[config.mk]
export PLATFORM = sky130hd
export DESIGN_NAME = wp_status_ctrl
export DESIGN_NICKNAME = d
export VERILOG_FILES = /design/src/rtl/wpsc_pkg.sv /design/src/rtl/wpsc_cmd_arm.sv /design/src/rtl/wpsc_bp_decode.sv /design/src/rtl/wpsc_wc_timer.sv /design/src/rtl/wp_status_ctrl.sv
export SDC_FILE = /design/constraint.sdc
export NUM_CORES = 1
export LEC_CHECK = 0
export BUFFER_PORTS_ARGS = -buffer_cell sky130_fd_sc_hd__buf_4
export CAP_MARGIN = 20
export CORE_ASPECT_RATIO = 1.75
export CORE_MARGIN = 10
export CORE_UTILIZATION = 49
export CTS_CLUSTER_SIZE = 14
export DETAILED_ROUTE_END_ITERATION = 7
export PLACE_DENSITY = 0.75
export SYNTH_ARGS = -nofsm -noshare
export SYNTH_HDL_FRONTEND = slang
export SYNTH_HIERARCHICAL = 1
export SYNTH_SLANG_ARGS = --single-unit
export TNS_END_PERCENT = 30
[constraint.sdc]
create_clock -name clk_i -period 2 [get_ports clk_i]
set_input_delay 0.4 -clock clk_i [delete_from_list [all_inputs] [get_ports clk_i]]
set_output_delay 0.4 -clock clk_i [all_outputs]
set_load 0.02 [all_outputs]
[src/rtl/wpsc_pkg.sv]
package wpsc_pkg;
  typedef enum logic [2:0] {
    ARM_NONE = 3'd0,
    ARM_WEN  = 3'd1,
    ARM_WDI  = 3'd2,
    ARM_SR   = 3'd3,
    ARM_ARR  = 3'd4
  } arm_e;
endpackage

[src/rtl/wpsc_cmd_arm.sv]
module wpsc_cmd_arm
  import wpsc_pkg::*;
#(
  parameter int AW  = 8,
  parameter int BPW = 2
) (
  input  logic           clk_i,
  input  logic           rst_ni,
  input  logic           cs_ni,
  input  logic           wp_ni,
  input  logic           ser_bit_i,
  input  logic           busy_i,
  input  logic           wen_req_i,
  input  logic           wdi_req_i,
  input  logic           sr_req_i,
  input  logic [BPW-1:0] sr_bp_i,
  input  logic           arr_req_i,
  input  logic [AW-1:0]  arr_addr_i,
  output logic           commit_o,
  output arm_e           kind_o,
  output logic [BPW-1:0] bp_o,
  output logic [AW-1:0]  addr_o
);
  arm_e           arm_q, arm_d;
  logic           cs_q;
  logic [BPW-1:0] bp_q;
  logic [AW-1:0]  addr_q;

  always_comb begin
    arm_d = arm_q;
    if (busy_i || cs_ni)                          arm_d = ARM_NONE;
    else if (wen_req_i)                           arm_d = ARM_WEN;
    else if (wdi_req_i)                           arm_d = ARM_WDI;
    else if (sr_req_i)                            arm_d = ARM_SR;
    else if (arr_req_i)                           arm_d = ARM_ARR;
    else if (ser_bit_i)                           arm_d = ARM_NONE;
    else if (!wp_ni && (arm_q == ARM_SR || arm_q == ARM_ARR)) arm_d = ARM_NONE;
  end

  always_ff @(posedge clk_i or negedge rst_ni) begin
    if (!rst_ni) begin
      arm_q  <= ARM_NONE;
      cs_q   <= 1'b1;
      bp_q   <= '0;
      addr_q <= '0;
    end else begin
      arm_q <= arm_d;
      cs_q  <= cs_ni;
      if (sr_req_i && !cs_ni)  bp_q   <= sr_bp_i;
      if (arr_req_i && !cs_ni) addr_q <= arr_addr_i;
    end
  end

  // commit on chip-select rise, using the arm state held up to that edge
  assign commit_o = cs_ni && !cs_q && (arm_q != ARM_NONE) && !busy_i;
  assign kind_o   = arm_q;
  assign bp_o     = bp_q;
  assign addr_o   = addr_q;
endmodule

[src/rtl/wpsc_bp_decode.sv]
module wpsc_bp_decode #(
  parameter int AW  = 8,
  parameter int BPW = 2
) (
  input  logic [BPW-1:0] bp_i,
  input  logic [AW-1:0]  addr_i,
  output logic           prot_o
);
  always_comb begin
    unique case (bp_i)
      2'd0:    prot_o = 1'b0;
      2'd1:    prot_o = &addr_i[AW-1:AW-2];
      2'd2:    prot_o = addr_i[AW-1];
      default: prot_o = 1'b1;
    endcase
  end
endmodule

[src/rtl/wpsc_wc_timer.sv]
module wpsc_wc_timer #(
  parameter int WC_CYCLES = 40
) (
  input  logic clk_i,
  input  logic rst_ni,
  input  logic start_i,
  output logic busy_o,
  output logic done_o
);
  localparam int CW = $clog2(WC_CYCLES + 1);
  logic [CW-1:0] cnt_q;
  logic          busy_q;

  always_ff @(posedge clk_i or negedge rst_ni) begin
    if (!rst_ni) begin
      cnt_q  <= '0;
      busy_q <= 1'b0;
    end else if (start_i && !busy_q) begin
      cnt_q  <= CW'(WC_CYCLES - 1);
      busy_q <= 1'b1;
    end else if (busy_q) begin
      if (cnt_q == '0) busy_q <= 1'b0;
      else             cnt_q  <= cnt_q - 1'b1;
    end
  end

  assign busy_o = busy_q;
  assign done_o = busy_q && (cnt_q == '0);
endmodule

[src/rtl/wp_status_ctrl.sv]
module wp_status_ctrl
  import wpsc_pkg::*;
#(
  parameter int AW        = 8,
  parameter int BPW       = 2,
  parameter int SW        = 8,
  parameter int WC_CYCLES = 40
) (
  input  logic           clk_i,
  input  logic           rst_ni,
  input  logic           cs_ni,
  input  logic           wp_ni,
  input  logic           ser_bit_i,
  input  logic           wen_req_i,
  input  logic           wdi_req_i,
  input  logic           sr_req_i,
  input  logic [BPW-1:0] sr_bp_i,
  input  logic           arr_req_i,
  input  logic [AW-1:0]  arr_addr_i,
  output logic [SW-1:0]  status_o,
  output logic           busy_o,
  output logic           grant_o
);
  localparam int PADW = SW - BPW - 2;

  logic           commit, prot, busy, done;
  arm_e           kind;
  logic [BPW-1:0] arm_bp;
  logic [AW-1:0]  arm_addr;
  logic           wel_q, sr_pend_q, grant_q;
  logic [BPW-1:0] bp_q, bp_new_q;
  logic           allowed, start_sr, arr_ok, start_arr, prot_drop;

  wpsc_cmd_arm #(.AW(AW), .BPW(BPW)) u_arm (
    .clk_i, .rst_ni, .cs_ni, .wp_ni, .ser_bit_i,
    .busy_i(busy), .wen_req_i, .wdi_req_i, .sr_req_i, .sr_bp_i,
    .arr_req_i, .arr_addr_i,
    .commit_o(commit), .kind_o(kind), .bp_o(arm_bp), .addr_o(arm_addr)
  );

  wpsc_bp_decode #(.AW(AW), .BPW(BPW)) u_dec (
    .bp_i(bp_q), .addr_i(arm_addr), .prot_o(prot)
  );

  wpsc_wc_timer #(.WC_CYCLES(WC_CYCLES)) u_tmr (
    .clk_i, .rst_ni, .start_i(start_sr || start_arr), .busy_o(busy), .done_o(done)
  );

  assign allowed   = wel_q && wp_ni;
  assign start_sr  = commit && (kind == ARM_SR) && allowed;
  assign arr_ok    = commit && (kind == ARM_ARR) && allowed;
  assign start_arr = arr_ok && !prot;
  assign prot_drop = arr_ok && prot;

  always_ff @(posedge clk_i or negedge rst_ni) begin
    if (!rst_ni) begin
      wel_q     <= 1'b0;
      bp_q      <= '0;
      bp_new_q  <= '0;
      sr_pend_q <= 1'b0;
      grant_q   <= 1'b0;
    end else begin
      grant_q <= start_arr;
      if (done)                              wel_q <= 1'b0;
      else if (commit && kind == ARM_WEN)    wel_q <= 1'b1;
      else if (commit && kind == ARM_WDI)    wel_q <= 1'b0;
      else if (prot_drop)                    wel_q <= 1'b0;
      if (start_sr) begin
        sr_pend_q <= 1'b1;
        bp_new_q  <= arm_bp;
      end else if (done) begin
        sr_pend_q <= 1'b0;
        if (sr_pend_q) bp_q <= bp_new_q;
      end
    end
  end

  assign status_o = busy ? {SW{1'b1}} : {{PADW{1'b0}}, bp_q, wel_q, 1'b0};
  assign busy_o   = busy;
  assign grant_o  = grant_q;
endmodule

== After elaboration in Yosys (flattened, before gate mapping) ==
Index checks and enable logic that the tools add are counted.
Storage, ports and cells
  output and inout port bits: 10
  flip-flop bits (word level): 28
Operators by class
  bitwise operators: 1
  add/sub/neg operators: 1
  eq/ne operators: 7
  muxes and demuxes: 21
  reductions and logical operators: 35
Operator list (count)
  2-to-1 mux 3 bit: 7
  2-to-1 mux 6 bit: 3
  logical AND 1 bit: 17
  2-to-1 mux 1 bit: 9
  2-to-1 mux 8 bit: 1
  nonzero test 7 bit: 1
  equality test 3 x 2 -> 1 bit, second input constant: 2
  zero test 6 bit: 1
  subtractor 6 x 1 -> 6 bit, second input constant: 1
  zero test 1 bit: 5
  AND reduction 2 bit: 2
  nonzero test 2 bit: 2
  nonzero test 4 bit: 1
  equality test 3 x 1 -> 1 bit, second input constant: 1
  equality test 3 bit, second input constant: 1
  logical OR 1 bit: 3
  case mux 1 bit (3 select lines): 1
  AND reduction 3 bit: 1
  nonzero test 3 bit: 1
  equality test 2 x 1 -> 1 bit, second input constant: 1
  equality test 2 bit, second input constant: 1
  zero test 2 bit: 1
  inequality test 2 x 1 -> 1 bit, second input constant: 1
  NOT 1 bit: 1

== Depth between registers and ports, before layout ==
  word-level depth: 11
  depth in mapped cells: 8

== Hierarchy ==
The synthesis kept the hierarchy.
By module, submodules not included
  wpsc_cmd_arm: area an instance 634.4 um^2, cells an instance 45, instances 1, seq. area each 351.6 um^2
  wpsc_wc_timer: area an instance 416.6 um^2, cells an instance 43, instances 1, seq. area each 175.2 um^2
  wp_status_ctrl: area an instance 394.1 um^2, cells an instance 36, instances 1, seq. area each 175.2 um^2
  wpsc_bp_decode: area an instance 13.8 um^2, cells an instance 3, instances 1, seq. area each 0.0 um^2

== Least setup slack after synthesis ==
No wires, ideal clock.
  path type: reg-to-reg
  from: register u_tmr.busy_q, in the netlist u_tmr/busy_o
  to: register u_tmr.cnt_q[0]
  clock period less this slack: 2149 ps
  arrival time: 2083 ps
  path slack: -149 ps
  cell stages (with the launch flop): 8
  path through: dfrtp_1 -> nor4b_1 -> nand4_1 -> or3_1 -> o21ai_1 -> nor3_1 -> a31oi_1 -> and3_1
On the way
  longest elaborated chain between the ends: 9
Ends and longest elaborated chain
  start: declaration: line wpsc_wc_timer.sv:12  | logic busy_q;
  start signal: assignment: line wpsc_wc_timer.sv:17  | busy_q <= 1'b0;
  start signal: assignment: line wpsc_wc_timer.sv:20  | busy_q <= 1'b1;
  start signal: assignment: line wpsc_wc_timer.sv:22  | if (cnt_q == '0) busy_q <= 1'b0;
  zero test 1 bit (*): line wpsc_cmd_arm.sv:55  | assign commit_o = cs_ni && !cs_q && (arm_q != ARM_NONE) && !busy_i;
  logical AND 1 bit (*): line wpsc_cmd_arm.sv:55
  named net commit: line wp_status_ctrl.sv:26  | logic commit, prot, busy, done;
  logical AND 1 bit (2 in a row): line wp_status_ctrl.sv:51  | assign arr_ok = commit && (kind == ARM_ARR) && allowed;
  logical AND 1 bit: line wp_status_ctrl.sv:52  | assign start_arr = arr_ok && !prot;
  logical OR 1 bit (*): line wp_status_ctrl.sv:46  | .clk_i, .rst_ni, .start_i(start_sr || start_arr), .busy_o(busy), .done_o(done)
  logical AND 1 bit (*): line wpsc_wc_timer.sv:18  | end else if (start_i && !busy_q) begin
  inequality test 2 x 1 -> 1 bit (no line) or nonzero test 2 bit (tied branches)
  AND reduction 2 bit (no line)
  end signal: assignment: line wpsc_wc_timer.sv:19  | cnt_q <= CW'(WC_CYCLES - 1);
  end signal: assignment: line wpsc_wc_timer.sv:23  | else cnt_q <= cnt_q - 1'b1;
  end: declaration: line wpsc_wc_timer.sv:11  | logic [CW-1:0] cnt_q;
Mark *: on every way through the listed nets, which the timed path passes. The rest lies on a longest branch.
A chain may end at the register's enable or synchronous reset.

== Worst setup path after layout ==
Ends and elaborated chain as after synthesis.

==> flow_summary.json <==
{
  "die-area_um2": 4960,
  "syn_inst": 115,
  "wl_per_cell_um": 16.4,
  "nets": 170,
  "outcome": "finished, final reports clean",
  "combPwrFrac_pct": 32.8,
  "path_class": "flop to flop",
  "start_kind": "flop",
  "required_ns": 2.20,
  "drc": 0,
  "diodes": 0,
  "fin_tns_setup_ns": 0,
  "hold_viol_final": 0,
  "ctsRootBufferMaster": "clkbuf_8",
  "clock_sinks": 22,
  "htree_num_levels": 1,
  "clk_latency_ns": 0.26,
  "path_buf_inv": 1,
  "switchingPower_w": 0.000401,
  "fp.dieH_um": 86.0,
  "cpLargestDelayFamily": "simple AND/OR/NAND/NOR gates",
  "dp_cells": 167,
  "fp-row-count": 23,
  "period_minus_slack_ns": 1.96,
  "post_drt_via_cell_ratio": 5.71,
  "finalMaxSlewViolations": 0,
  "finalSetupViolations": 0,
  "ys_warn_count": 6,
  "grt_first_pass_wirelength_um": 4590,
  "start_util_pct": 52.3,
  "crit_path_cell_trace": "nor4b_4, nand4_1, or3_1, o21ai_1, buf_4, nor3_1, a31oi_1, and3_1",
  "coreArea_um2": 2330,
  "setup_ws_ns": 0.0356,
  "fmax_mhz": 509,
  "wirelength_um": 2830,
  "antenna_found_initial": 0,
  "cp_max_fo": 5,
  "cts_tree": "yes",
  "max_slew.worst_pin.slew_ns": 0.354,
  "max_cap_viol_count": 0,
  "fin_cells": 173,
  "portBuffers": 22,
  "p_per_area_nw_per_um2": 815,
  "cts.clk_slew.worst_paths_ns": 0.08,
  "firstDrtPassIters": 4,
  "fin_crit_sh_pct": 98.2,
  "fin_util_pct": 68.3,
  "fin_skew_ns": 0.000986,
  "p_leak_nw": 0.722,
  "gr-total-overflow": 0,
  "syn_nets": 136,
  "rsz0062_at_grt": "yes",
  "grt_util_all_layers_pct": 11.3,
  "grt_max_degree": 27,
  "hpwl_um": 2140,
  "min_path_type": "primary input to async pin",
  "holdWs_ns": 0.0120,
  "syn_area_um2": 1220,
  "max_stage_delay_ns": 0.43,
  "area_growth_pct": 30.6,
  "cts_hold_buf": 0,
  "first_iter_violations": 28,
  "swShare_pct": 30.9,
  "ant_nets": 0,
  "relSlewSlack_pct": 76.3,
  "drive_gt1_share_pct": 43.2,
  "clkPwrFrac_pct": 24.2,
  "cts_buffers": 3,
  "die_x_um": 57.7,
  "irDropWorstVdd_mv": 0.800,
  "internal-power_w": 0.000896,
  "seqPwrFrac_pct": 43.0,
  "place.gp.congestion": 0.780,
  "pre_cts_slack_ns": -0.00925,
  "grt_pass1_vias": 1004,
  "cp-end-kind": "flop",
  "syn-mean-instance-area_um2": 10.6,
  "via_count": 987,
  "arrival_ns": 2.17,
  "num_io_pins": 29,
  "clk_path_buf_depth": 2,
  "cp_slowest_cell": "dfrtp_2"
}
==> worst reg2reg max path: stages, from the launching register on <==
cell,delay [ns]
dfrtp_2,0.43
nor4b_4,0.32
nand4_1,0.14
or3_1,0.34
o21ai_1,0.15
buf_4,0.16
nor3_1,0.05
a31oi_1,0.14
and3_1,0.16
==> through the flow <==
stage	cell area [µm²]	power (W)
after floorplan	1230	0.000788
after global placement	1470	0.000927
after detailed placement	1470	0.000944
after CTS	1550	0.00128
after global routing	1590	0.00138
final	1590	0.00130
==> path summary, 6_finish.rpt <==
| check | slack [ns] | startpoint | endpoint | cells past startpoint |
|---|---|---|---|---|
| max | 0.04 | u_tmr/busy_o | u_tmr/cnt_q[0] | 8 |
| min | 0.01 | rst_ni | bp_q[0] | 1 |
| max reg2reg | 0.04 | u_tmr/busy_o | u_tmr/cnt_q[0] | 8 |
| min reg2reg | 0.49 | u_arm/bp_o[1] | bp_new_q[1] | 1 |
| max in group asynchronous | 1.71 | rst_ni | u_arm/cs_q | 1 |
| min in group clk_i | 0.32 | wdi_req_i | u_arm/kind_o[2] | 2 |
==> registers in the layout, indices dropped and copies added, names as in the netlist <==
signal and flops:
u_arm/kind_o 3, u_arm/cs_q 1, bp_q 2, u_arm/bp_o 2, u_arm/addr_o 2, u_tmr/busy_o 1, bp_new_q 2, sr_pend_q 1
grant_o 1, u_tmr/cnt_q 6, wel_q 1
==> metal layers <==
metal / part of all wire, % / vias up / global-route usage [%]
li1: - / 484 / -
met1: 36 / 480 / 11.4
met2: 57 / 17 / 20.8
met3: 4.5 / 6 / 3.10
met4: 1.5 / 0 / 4.51
met5: 0 / - / 0
==> power by group through the flow <==
stage | sequential (W) | clock (W) | combinational, W
after CTS | 0.000553 | 0.000320 | 0.000411
after floorplan | 0.000573 | 0 | 0.000215
after global routing | 0.000566 | 0.000339 | 0.000472
after detailed placement | 0.000557 | 0 | 0.000387
final | 0.000558 | 0.000314 | 0.000426
after global placement | 0.000554 | 0 | 0.000373
==> layout make-up <==
class,count,area (µm²)
sequential,22,553
tap,25,31.3
timing repair buffer,37,278
fill,177,739
multi-input combinational,81,659
clock buffer,4,55.1
inverter,4,15.0
==> cell usage in the layout (no fill, tap or decap), types with 3 or more instances in the layout <==
cell      count
buf_4        37
clkbuf_8      4
dfrtp_1      20
mux2_1        4
mux2_4        4
nand2_1       3
nand3_1       4
nor2_1        8
nor2b_1       4
nor3_1        3
o21ai_0       4
or2_2         3
==> what timing repair did <==
item | CTS | global route
hold endpoints to repair | 0 | 0
endpoints found under the setup margin | 2 | 7
pin swaps | 2 | 3
buffers inserted | 0 | 2
resized for setup | 8 | 4
Power figures use the tool's default switching activity.
